### src/rtl/cmd_frame_rx_pkg.sv
package cmd_frame_rx_pkg;

    typedef enum logic {
        ST_RECV = 1'b0,
        ST_HOLD = 1'b1
    } rx_state_e;

    // One serial CRC step, shifting toward the MSB.
    function automatic logic [7:0] crc8_step(input logic [7:0] crc,
                                             input logic       din,
                                             input logic [7:0] poly);
        logic fb;
        fb = crc[7] ^ din;
        return {crc[6:0], 1'b0} ^ (fb ? poly : 8'h00);
    endfunction

endpackage

### src/rtl/frx_sync.sv
module frx_sync #(
    parameter int STAGES = 2,
    parameter int W      = 3
) (
    input  logic         clk,
    input  logic         rst_n,
    input  logic [W-1:0] async_i,
    output logic [W-1:0] sync_o
);
    logic [W-1:0] stage_q [STAGES];

    for (genvar g = 0; g < STAGES; g++) begin : g_stage
        logic [W-1:0] stage_d;
        if (g == 0) begin : g_first
            assign stage_d = async_i;
        end else begin : g_next
            assign stage_d = stage_q[g-1];
        end
        always_ff @(posedge clk or negedge rst_n) begin
            if (!rst_n) stage_q[g] <= '0;
            else        stage_q[g] <= stage_d;
        end
    end

    assign sync_o = stage_q[STAGES-1];
endmodule

### src/rtl/frx_front.sv
module frx_front #(
    parameter int SYNC_STAGES = 2
) (
    input  logic clk,
    input  logic rst_n,
    input  logic ser_sel,
    input  logic ser_clk,
    input  logic ser_dat,
    output logic sel_o,
    output logic bit_stb_o,
    output logic bit_o
);
    localparam int LINES = 3;

    typedef struct packed {
        logic clk_prev;
    } front_t;

    logic [LINES-1:0] sync_w;
    front_t           f_d, f_q;

    frx_sync #(.STAGES(SYNC_STAGES), .W(LINES)) u_sync (
        .clk     (clk),
        .rst_n   (rst_n),
        .async_i ({ser_dat, ser_clk, ser_sel}),
        .sync_o  (sync_w)
    );

    always_comb begin
        f_d          = f_q;
        f_d.clk_prev = sync_w[1];
    end

    always_ff @(posedge clk or negedge rst_n) begin
        if (!rst_n) f_q <= '0;
        else        f_q <= f_d;
    end

    assign sel_o     = sync_w[0];
    assign bit_stb_o = sync_w[0] & sync_w[1] & ~f_q.clk_prev;
    assign bit_o     = sync_w[2];
endmodule

### src/rtl/frx_crc.sv
module frx_crc
    import cmd_frame_rx_pkg::*;
#(
    parameter int         CRC_W = 8,
    parameter logic [7:0] POLY  = 8'h31
) (
    input  logic             clk,
    input  logic             rst_n,
    input  logic             clr_i,
    input  logic             en_i,
    input  logic             bit_i,
    output logic [CRC_W-1:0] crc_o
);
    typedef struct packed {
        logic [CRC_W-1:0] crc;
    } crc_t;

    crc_t c_d, c_q;

    always_comb begin
        c_d = c_q;
        if (clr_i)     c_d.crc = '0;
        else if (en_i) c_d.crc = crc8_step(c_q.crc, bit_i, POLY);
    end

    always_ff @(posedge clk or negedge rst_n) begin
        if (!rst_n) c_q <= '0;
        else        c_q <= c_d;
    end

    assign crc_o = c_q.crc;

    // a clear request always leaves a zero CRC behind
    a_r5_clear_zero: assert property (@(posedge clk) disable iff (!rst_n)
        clr_i |=> (crc_o == '0));
endmodule

### src/rtl/frx_ctl.sv
module frx_ctl
    import cmd_frame_rx_pkg::*;
#(
    parameter int FRAME_BITS = 56,
    parameter int CMD_W      = 8,
    parameter int ADDR_LSB   = 8,
    parameter int ADDR_W     = 19,
    parameter int CRC_W      = 8
) (
    input  logic              clk,
    input  logic              rst_n,
    input  logic              sel_i,
    input  logic              bit_stb_i,
    input  logic              bit_i,
    input  logic [CRC_W-1:0]  crc_i,
    output logic              crc_clr_o,
    output logic              crc_en_o,
    output logic              cmd_valid_o,
    output logic              crc_error_o,
    output logic [CMD_W-1:0]  cmd_code_o,
    output logic [ADDR_W-1:0] start_addr_o
);
    localparam int DATA_BITS = FRAME_BITS - CRC_W;
    localparam int CNT_W     = $clog2(FRAME_BITS + 1);

    typedef struct packed {
        rx_state_e             st;
        logic [CNT_W-1:0]      cnt;
        logic [FRAME_BITS-1:0] shreg;
        logic                  valid;
        logic                  err;
        logic [CMD_W-1:0]      cmd;
        logic [ADDR_W-1:0]     addr;
    } ctl_t;

    ctl_t                  s_d, s_q;
    logic [FRAME_BITS-1:0] full_w;
    logic [CRC_W-1:0]      rx_crc_w;

    assign full_w   = {bit_i, s_q.shreg[FRAME_BITS-1:1]};
    assign rx_crc_w = full_w[FRAME_BITS-1 -: CRC_W];

    always_comb begin
        s_d       = s_q;
        s_d.valid = 1'b0;
        s_d.err   = 1'b0;
        crc_clr_o = 1'b0;
        crc_en_o  = 1'b0;
        if (!sel_i) begin
            s_d.st    = ST_RECV;
            s_d.cnt   = '0;
            crc_clr_o = 1'b1;
        end else if (s_q.st == ST_RECV && bit_stb_i) begin
            s_d.shreg = full_w;
            s_d.cnt   = s_q.cnt + 1'b1;
            crc_en_o  = (s_q.cnt < CNT_W'(DATA_BITS));
            if (s_q.cnt == CNT_W'(FRAME_BITS - 1)) begin
                s_d.st = ST_HOLD;
                if (rx_crc_w == crc_i) begin
                    s_d.valid = 1'b1;
                    s_d.cmd   = full_w[CMD_W-1:0];
                    s_d.addr  = full_w[ADDR_LSB +: ADDR_W];
                end else begin
                    s_d.err = 1'b1;
                end
            end
        end
    end

    always_ff @(posedge clk or negedge rst_n) begin
        if (!rst_n) s_q <= '0;
        else        s_q <= s_d;
    end

    assign cmd_valid_o  = s_q.valid;
    assign crc_error_o  = s_q.err;
    assign cmd_code_o   = s_q.cmd;
    assign start_addr_o = s_q.addr;

    a_r7_exclusive: assert property (@(posedge clk) disable iff (!rst_n)
        !(cmd_valid_o && crc_error_o));
    a_r7_valid_one_cycle: assert property (@(posedge clk) disable iff (!rst_n)
        cmd_valid_o |=> !cmd_valid_o);
    a_r7_error_one_cycle: assert property (@(posedge clk) disable iff (!rst_n)
        crc_error_o |=> !crc_error_o);
    a_r1_sel_low_clears: assert property (@(posedge clk) disable iff (!rst_n)
        !sel_i |=> (s_q.cnt == '0));
    a_r3_count_bound: assert property (@(posedge clk) disable iff (!rst_n)
        s_q.cnt <= CNT_W'(FRAME_BITS));
    a_r6_fields_hold: assert property (@(posedge clk) disable iff (!rst_n)
        !cmd_valid_o |-> ($stable(cmd_code_o) && $stable(start_addr_o)));
    a_r8_hold_quiet: assert property (@(posedge clk) disable iff (!rst_n)
        (s_q.st == ST_HOLD && $past(s_q.st == ST_HOLD)) |-> !(cmd_valid_o || crc_error_o));
endmodule

### src/rtl/cmd_frame_rx.sv
module cmd_frame_rx #(
    parameter int         FRAME_BITS  = 56,
    parameter int         CMD_W       = 8,
    parameter int         ADDR_W      = 19,
    parameter int         CRC_W       = 8,
    parameter logic [7:0] CRC_POLY    = 8'h31,
    parameter int         SYNC_STAGES = 2
) (
    input  logic              clk,
    input  logic              rst_n,
    input  logic              ser_sel,
    input  logic              ser_clk,
    input  logic              ser_dat,
    output logic              cmd_valid,
    output logic              crc_error,
    output logic [CMD_W-1:0]  cmd_code,
    output logic [ADDR_W-1:0] start_addr
);
    localparam int ADDR_LSB = CMD_W;

    logic             sel_w, stb_w, bit_w, clr_w, en_w;
    logic [CRC_W-1:0] crc_w;

    frx_front #(.SYNC_STAGES(SYNC_STAGES)) u_front (
        .clk       (clk),
        .rst_n     (rst_n),
        .ser_sel   (ser_sel),
        .ser_clk   (ser_clk),
        .ser_dat   (ser_dat),
        .sel_o     (sel_w),
        .bit_stb_o (stb_w),
        .bit_o     (bit_w)
    );

    frx_crc #(.CRC_W(CRC_W), .POLY(CRC_POLY)) u_crc (
        .clk   (clk),
        .rst_n (rst_n),
        .clr_i (clr_w),
        .en_i  (en_w),
        .bit_i (bit_w),
        .crc_o (crc_w)
    );

    frx_ctl #(
        .FRAME_BITS (FRAME_BITS),
        .CMD_W      (CMD_W),
        .ADDR_LSB   (ADDR_LSB),
        .ADDR_W     (ADDR_W),
        .CRC_W      (CRC_W)
    ) u_ctl (
        .clk          (clk),
        .rst_n        (rst_n),
        .sel_i        (sel_w),
        .bit_stb_i    (stb_w),
        .bit_i        (bit_w),
        .crc_i        (crc_w),
        .crc_clr_o    (clr_w),
        .crc_en_o     (en_w),
        .cmd_valid_o  (cmd_valid),
        .crc_error_o  (crc_error),
        .cmd_code_o   (cmd_code),
        .start_addr_o (start_addr)
    );
endmodule

### config.mk
export PLATFORM = sky130hd
export DESIGN_NAME = cmd_frame_rx
export DESIGN_NICKNAME = d
export VERILOG_FILES = /design/src/rtl/cmd_frame_rx_pkg.sv /design/src/rtl/frx_sync.sv /design/src/rtl/frx_front.sv /design/src/rtl/frx_crc.sv /design/src/rtl/frx_ctl.sv /design/src/rtl/cmd_frame_rx.sv
export SDC_FILE = /design/constraint.sdc
export NUM_CORES = 1
export LEC_CHECK = 0
export BUFFER_PORTS_ARGS = -buffer_cell sky130_fd_sc_hd__buf_2
export CORE_MARGIN = 5
export CORE_UTILIZATION = 48
export DETAILED_ROUTE_END_ITERATION = 10
export PLACE_DENSITY = 0.76
export SYNTH_ARGS = -nofsm -noshare
export SYNTH_HDL_FRONTEND = slang
export SYNTH_SLANG_ARGS = --single-unit
export TNS_END_PERCENT = 50
### constraint.sdc
create_clock -name clk -period 3.9 [get_ports clk]
set_input_delay 0.195 -clock clk [delete_from_list [all_inputs] [get_ports clk]]
set_output_delay 0.195 -clock clk [all_outputs]
set_load 0.02 [all_outputs]
---- Yosys cells after proc, flatten, opt, wreduce, memory -nomap -nowiden ----
Index checks and enable logic that the tools add are counted.
word-level totals
  memories kept ........................... 0
  bits in registers ....................... 107
  output and inout port bits .............. 29
  bits in latches ......................... 0
  ROM bits ................................ 0
  bits of input ports ..................... 5
  memory bits (writable) .................. 0
cells by class
  shift operators ......................... 0
  $lt $le $gt $ge ......................... 1
  reduce and logical (&&, ||, !) cells .... 4
  muxes and demuxes ....................... 13
  divide/modulo/power cells ............... 0
  eq/ne operators ......................... 5
  add/subtract/negate cells ............... 1
  $mul .................................... 0
  bitwise gates (word level) .............. 6
operators with widths
  kind                   count
  $mux W92               1
  $mux W29               2
  $mux W27               1
  $mux W8                2
  $eq A8 B8 Y1           1
  $xor A8 B8 Y8          1
  $mux W7                1
  $add A6 B1 Y6 const B  1
  $eq A6 B6 Y1 const B   1
  $lt A6 B6 Y1 const B   1
  $mux W6                1
  $mux W1                5
  $ne A2 B1 Y1 const B   2
  $reduce_and A2 Y1      2
  $reduce_and A4 Y1      1
  $and A1 B1 Y1          2
  $ne A2 B2 Y1 const B   1
  $not A1 Y1             2
  $logic_and A1 B1 Y1    1
  $xor A1 B1 Y1          1

---- Longest topological paths before layout ----
Gate-level depths: netlist of run 1.
  depth after elaboration ................. 7
  depth in mapped cells ................... 6
  depth with buffers taken out ............ 4

---- Hierarchy ----
A second synthesis of run 1 with hierarchy kept.
unflattened totals
  cells, all modules ...................... 290
  area total of the unflattened synthesis .. 4274.1 um^2
modules (own cells, without submodules)
  module     cells each  instances  sequential area each (um^2)  area each (um^2)
  frx_ctl    250         1          2277.2                       3729.8
  frx_crc    32          1          200.2                        360.3
  frx_sync   6           1          150.1                        150.1
  frx_front  2           1          25.0                         33.8

---- Least setup slack after synthesis of run 1 ----
No wires, ideal clock.
  kind .................................... register to register
  from .................................... register u_crc.c_q, in the netlist u_crc.crc_o[5]
  to ...................................... register u_ctl.s_q, in the netlist u_ctl.cmd_code_o[7]
  setup slack ............................. 2.099 ns
  path buffers ............................ 1
  arrival ................................. 1.676 ns
  stages on the path, launching flop included .. 6
  cell sequence ........................... dfrtp_1 > xor2_1 > nor4_2 > nand4_4 > buf_6 > mux2_4
between the ends
  word-level cells in the longest chain between the ends .. 2
RTL lines
  item                                RTL line       text
  start, declared                     frx_crc.sv:18  crc_t c_d, c_q;
  start signal, assigned              frx_crc.sv:27  if (!rst_n) c_q <= '0;
  start signal, assigned              frx_crc.sv:28  else c_q <= c_d;
  $eq A8 B8 Y1                        frx_ctl.sv:59  if (rx_crc_w == crc_i) begin
  $reduce_and A4 Y1 (no source line)  -
  end signal, assigned                frx_ctl.sv:71  if (!rst_n) s_q <= '0;
  end signal, assigned                frx_ctl.sv:72  else s_q <= s_d;
  end, declared                       frx_ctl.sv:36  ctl_t s_d, s_q;
Every way passes these cells.
A chain may end at the register's enable or synchronous reset.

---- Worst setup path after layout of run 1 ----
  from .................................... register u_front.u_sync.stage_q, in the netlist u_front.u_sync.sync_o[0]
  to ...................................... register u_ctl.s_q, in the netlist u_ctl.start_addr_o[11]
between the ends
  word-level cells in the longest chain between the ends .. 4
RTL lines
  item                                  RTL line         text
  start, declared                       frx_sync.sv:10   logic [W-1:0] stage_q [STAGES];
  start signal, assigned by index       frx_sync.sv:21   else stage_q[g] <= stage_d;
  $and A1 B1 Y1 (2 in series)           frx_front.sv:40  assign bit_stb_o = sync_w[0] & sync_w[1] & ~f_q.clk_prev;
  $logic_and A1 B1 Y1                   frx_ctl.sv:53    end else if (s_q.st == ST_RECV && bit_stb_i) begin
  $reduce_and A4 Y1 (no source line) *  -
Mark *: on every way between the ends. The rest lies on a longest branch, timed or not.

==> results of run 1 <==
state kept, by name (all words and copies together), names as in the netlist:
name,flops
u_crc.crc_o,8
u_ctl.cmd_code_o,8
u_ctl.cmd_valid_o,1
u_ctl.crc_error_o,1
u_ctl.full_w,55
u_ctl.s_q,7
u_ctl.start_addr_o,19
u_front.f_q,1
u_front.u_sync.g_stage.stage_d,3
u_front.u_sync.sync_o,3
final timing paths:
kind                                            endpoint  cells after the start  slack, ns
worst max-delay path              u_ctl.start_addr_o[11]                      4       1.59
worst min-delay path            u_front.u_sync.sync_o[0]                      0       0.35
worst max register to register    u_ctl.start_addr_o[11]                      4       1.59
worst min register to register  u_front.u_sync.sync_o[0]                      0       0.35
max in group asynchronous       u_front.u_sync.sync_o[0]                      3       2.43
min in group asynchronous          u_ctl.start_addr_o[4]                      2       0.50
kinds of logic (layout without fill, tap and decap cells):
| kind of cell | after synthesis | in the layout | synth area share, % |
|---|---|---|---|
| simple gates | 205 | 205 | 19.4 |
| flops | 106 | 106 | 60.8 |
| buf+inv | 46 | 57 | 6.71 |
| mux | 27 | 27 | 8.60 |
| xor+xnor | 15 | 15 | 3.01 |
| compound gates | 11 | 11 | 1.26 |
| fa+ha+maj | 1 | 1 | 0.287 |
cell type report:
cell class	instances	area share [%]
flip-flops and latches	106	57.3
multi-input cells	259	30.7
repair buffers	40	4.97
well taps	108	2.92
clock buffers	10	2.76
clock inverters	6	1.24
inverters	1	0.0811
timing repair:
action	in CTS	in global routing
endpoints found under the hold margin	75	0
hold buffers	4	0
gates resized for setup	0	0
through the flow:
| stage | hold slack (ns) | worst slack [ns] |
|---|---|---|
| floorplan | -0.101 | 2.10 |
| global placement | 0.304 | 1.64 |
| detailed placement | 0.306 | 1.58 |
| CTS | 0.356 | 1.57 |
| global route | 0.363 | 1.42 |
| finish | 0.354 | 1.59 |
cell usage after synthesis (all sizes together) (2+ instances only):
cell type  number  area (sq um)
nand2         189           709
dfrtp         106          2650
buf            33           244
mux2           27           375
clkbuf         12          45.0
o21ai           9          45.0
xor2            8          70.1
xnor2           7          61.3
and2            4          25.0
nand4           3          33.8
a21oi           2          10.0
and3            2          13.8
nand3           2          10.0
nor4            2          25.0
worst register-to-register path: cells and delay by family, from the launching register on:
family	cells	cell delay, ns
AND/OR/NAND/NOR	3	1.04
flip-flops	1	0.65
multiplexers	1	0.52
metal layers:
layer / part of all wire (%) / vias to the layer above
met3: 4.3 / 7
met1: 46 / 1295
met2: 48 / 42
met4: 1.0 / 0
met5: 0 / -
li1: - / 1276
power by group:
group	switching, mW	total (mW)	internal [mW]
logic	0.0657	0.0978	0.0321
clock network	0.379	0.627	0.247
registers	0.0262	1.15	1.13
==> impl_metrics.py, run 1 <==
metrics = {
    "clock_tree": {
        "cts_made_buffers": 9,
        "clock_latency_ns": 0.36,
        "clkSlewWorstSetupHoldPaths_ns": 0.10,
        "post_cts_buffers": 0,
        "clk_path_buf_depth": 2,
        "cts_tree": "done",
        "cts_root_buf": "clkbuf_8",
        "htree_levels": 3,
        "clock-sinks": 106,
    },
    "worst_setup_path": {
        "required_ns": 4.16,
        "cp_cell_sequence": "and4bb_2, and3_2, nand4_4, mux2_4",
        "cp_slowest_stage_delay_ns": 0.65,
        "cp-end-kind": "flop",
        "cp_num_buf_inv": 0,
        "r2r_start": "u_front.u_sync.sync_o[0]",
        "arrival_ns": 2.57,
        "crit_type": "flop to flop",
        "crit_path_start": "u_front.u_sync.sync_o[0]",
        "start_kind": "flop",
        "cp_max_fo": 28,
        "cp_slowest_cell": "dfrtp_1",
        "critical-path-top-delay-family": "simple AND/OR/NAND/NOR gates",
    },
    "grt": {
        "grt_first_pass_wirelength_microns": 12100,
        "met2_usage_pct": 22.4,
        "gr-max-usage-layer": "met2",
        "grt_util_met3_pct": 4.03,
        "antenna_found_initial": 0,
        "track_usage_pct": 13.1,
        "met1_usage_pct": 15.9,
        "grt_pass1_vias": 2681,
        "grt_max_degree": 74,
        "grt.overflow.total": 0,
    },
    "layout": {
        "final_common_cell": "nand2_1",
        "layout_common_cells": "189 x nand2_1, 106 x dfrtp_1, 32 x buf_2, 19 x mux2_4",
        "fill_cells": 776,
        "stdcell_count": 530,
        "final_util_pct": 52.6,
        "multi_input_area_sq_um": 1420,
        "final_cell_area_sq_um": 4630,
        "areaGrowthSynthToFinish_pct": 6.11,
        "final_nets": 423,
        "register_area_sq_um": 2650,
        "antenna_cells": 0,
        "layout-drive-gt1-share_pct": 19.9,
    },
    "power_and_ir_drop": {
        "p_leak_nw": 2.63,
        "ir_drop_mv": 0.170,
        "power.total_mw": 1.88,
        "powerDensity_nw_per_um2": 405,
    },
    "placement": {
        "place_area_sq_um": 4410,
        "dp_hpwl_microns": 4180,
        "gp_congestion": 0.772,
        "dp.cells": 510,
        "portBuffers": 33,
    },
    "routing": {
        "drcViolationCount": 0,
        "vias": 2620,
        "first_iter_violations": 142,
        "avgViaCountPerCell": 4.94,
        "routedWlPerCell_microns": 12.5,
        "ant_nets": 0,
        "routed_wl_microns": 6610,
        "drt_pass1_iterations": 4,
    },
    "synth": {
        "ys.flop_type": "dfrtp_1",
        "syn_inst": 411,
        "async_flop_share_pct": 100,
        "ys_warn_count": 0,
        "synth_fp_nets": 417,
        "synth_seq_cells": 106,
        "synth_edf_count": 0,
        "synth_area_sq_um": 4360,
        "synthDistinctLibCells": 24,
        "yosysSeqAreaShare_pct": 60.8,
        "synth.avg_cell_area_sq_um": 10.6,
    },
    "sta": {
        "tightest_slew_ns": 0.971,
        "setup_violations": 0,
        "timing.fmax_mhz": 433,
        "layout_min_cycle_time_ns": 2.31,
        "fin_skew_ns": 0.0133,
        "timing.slew.headroom_pct": 35.3,
        "setup_tns_ns": 0,
        "timing_hold_violations_final": 0,
        "slew_violations": 0,
        "period_share_pct": 59.2,
        "rsz0062_at_grt": "no",
    },
    "status": {
        "status": "finished, final reports clean",
    },
    "flow_run": {
        "drv_cap": 0,
    },
    "die": {
        "fp-row-count": 34,
        "core_sq_um": 8810,
        "die_w_microns": 105,
        "ios": 34,
        "die_area_sq_um": 11100,
        "initial_core_util_pct": 49.6,
        "die_height_microns": 105,
    },
    "min_path": {
        "hold_path_class": "flop to flop",
        "min_from": "u_front.u_sync.g_stage[1].stage_d[0]",
    },
}
No activity file was read; power rests on OpenSTA's default activity.
==> inputs of run 2 (changes only) <==
- clock period: 3.9 -> 2.4 ns (I/O delays scaled with it)
==> run 2 against run 1 <==
  * Worst hold slack got worse by 0.0034 ns
  * Register-to-register slack got worse by 1.1 ns
  * Wire length fell by 0.85%
  * Critical path depth rose by 1
  * Die area did not move
  * Non-clock buffer count rose by 4
  * Count of clock-buffer cells in the layout did not move
  * Highest routed layer unchanged
==> impl_metrics.py, run 2 (same netlist as run 1, synthesis figures left out) <==
metrics = {
    "status": {
        "status": "finished, final reports clean",
    },
    "power_and_ir_drop": {
        "p_leak_nw": 2.66,
        "seq_power_share_pct": 61.1,
        "clockPowerShare_pct": 33.2,
        "p_switching_mw": 0.765,
        "ir_drop_mv": 0.290,
        "powerDensity_nw_per_um2": 653,
        "swShare_pct": 25.1,
        "power.internal_mw": 2.29,
        "p_comb_share_pct": 5.6,
    },
    "clock_tree": {
        "clock-sinks": 106,
        "cts_tree": "done",
        "clkSlewWorstSetupHoldPaths_ns": 0.10,
        "clk_path_buf_depth": 2,
        "htree_levels": 3,
        "cts_root_buf": "clkbuf_8",
        "post_cts_buffers": 0,
        "clock_latency_ns": 0.37,
        "cts_made_buffers": 9,
    },
    "grt": {
        "antenna_found_initial": 0,
        "grt_pass1_vias": 2620,
        "grt_max_degree": 61,
        "track_usage_pct": 13.1,
        "grt_first_pass_wirelength_microns": 11900,
        "grt.overflow.total": 0,
    },
    "sta": {
        "slew_violations": 0,
        "layout_min_cycle_time_ns": 1.91,
        "whs_ns": 0.351,
        "rsz0062_at_grt": "no",
        "period_share_pct": 79.7,
        "tightest_slew_ns": 0.702,
        "timing.slew.headroom_pct": 53.2,
        "timing_hold_violations_final": 0,
        "fin_skew_ns": 0.0127,
        "setup_tns_ns": 0,
        "setup_violations": 0,
        "timing.fmax_mhz": 523,
    },
    "routing": {
        "first_iter_violations": 140,
        "avgViaCountPerCell": 4.78,
        "routed_wl_microns": 6550,
        "ant_nets": 0,
        "routedWlPerCell_microns": 12.3,
        "vias": 2550,
        "drcViolationCount": 0,
        "drt_pass1_iterations": 4,
    },
    "min_path": {
        "hold_path_class": "input pin to asynchronous set/reset pin",
    },
    "layout": {
        "final_nets": 427,
        "antenna_cells": 0,
        "fill_cells": 759,
        "layout_common_cells": "189 x nand2_1, 106 x dfrtp_1, 32 x buf_2, 19 x mux2_4",
        "final_util_pct": 53.1,
        "final_common_cell": "nand2_1",
        "largest_reg_flops": 55,
        "layout-drive-gt1-share_pct": 20.7,
        "areaGrowthSynthToFinish_pct": 7.20,
        "register_area_sq_um": 2650,
        "stdcell_count": 534,
        "multi_input_area_sq_um": 1420,
    },
    "worst_setup_path": {
        "arrival_ns": 2.17,
        "required_ns": 2.66,
        "cp_max_fo": 28,
        "cp_slowest_stage_delay_ns": 0.44,
        "r2r_slack_ns": 0.49,
        "crit_type": "flop to flop",
        "rr_endpoint": "u_ctl.start_addr_o[16]",
        "r2r_cells": 5,
        "cp-end-kind": "flop",
        "cp_slowest_cell": "nor4_2",
        "cp_cell_sequence": "xor2_1, nor4_2, nand4_4, buf_4, mux2_4",
        "r2r_start": "u_crc.crc_o[2]",
        "start_kind": "flop",
    },
    "placement": {
        "dp.cells": 514,
        "gp_congestion": 0.747,
        "portBuffers": 33,
        "dp_hpwl_microns": 4240,
    },
    "die": {
        "core_sq_um": 8810,
        "die_height_microns": 105,
        "ios": 34,
        "fp-row-count": 34,
        "initial_core_util_pct": 49.6,
        "die_w_microns": 105,
        "die_area_sq_um": 11100,
    },
    "flow_run": {
        "drv_cap": 0,
    },
}
[run 2: final cells by class]
cell class                      count  share of cell area, %
Sequential cell                   106                   56.7
Multi-Input combinational cell    259                   30.4
Clock buffer                       10                   2.73
Clock inverter                      6                   1.34
Inverter                            1                 0.0802
Tap cell                          108                   2.89
Timing Repair Buffer               44                   5.83
[run 2: through the flow]
stage	total power [mW]	worst slack, ns	cell area [sq um]
2_1_floorplan	2.00	0.599	4360
3_3_place_gp	2.06	0.513	4450
3_5_place_dp	2.07	0.463	4450
4_1_cts	3.10	0.463	4680
5_1_grt	3.22	0.389	4680
6_report	3.05	0.488	4680
[run 2: timing repair]
item,CTS,global route
hold buffers,4,0
resized for setup,0,0
hold endpoints to repair,60,0
[run 2: worst max-delay path: cells and delay by family (launching register included)]
kind / cells / cell delay [ns]
buffers and inverters: 1 / 0.30
flip-flops: 1 / 0.42
AND/OR/NAND/NOR: 2 / 0.54
XOR/XNOR: 1 / 0.19
multiplexers: 1 / 0.35
[run 2: power groups by stage]
stage | sequential (mW) | clock, mW | combinational (mW)
floorplan | 1.90 | 0 | 0.103
global placement | 1.90 | 0 | 0.164
detailed placement | 1.90 | 0 | 0.171
CTS | 1.87 | 1.06 | 0.177
global route | 1.87 | 1.14 | 0.200
finish | 1.87 | 1.01 | 0.172
[run 2: how the worst max path moves through the flow]
stage,startpoint,endpoint,slack (ns)
2_1_floorplan,u_crc.crc_o[5],u_ctl.cmd_code_o[7],0.60
3_3_place_gp,u_crc.crc_o[2],u_ctl.start_addr_o[15],0.51
3_5_place_dp,u_crc.crc_o[5],u_ctl.start_addr_o[16],0.46
4_1_cts,u_crc.crc_o[4],u_ctl.start_addr_o[1],0.46
5_1_grt,u_crc.crc_o[2],u_ctl.start_addr_o[15],0.39
6_report,u_crc.crc_o[2],u_ctl.start_addr_o[16],0.49
[run 2: routing by layer]
layer | part of all wire [%] | track usage [%] | routed length [microns] | up-vias
li1 | - | - | - | 1277
met1 | 47 | 17.0 | 3100 | 1225
met2 | 47 | 20.9 | 3110 | 36
met3 | 3.7 | 4.10 | 243 | 12
met4 | 1.5 | 4.40 | 99 | 0
met5 | 0 | 0 | 0 | -
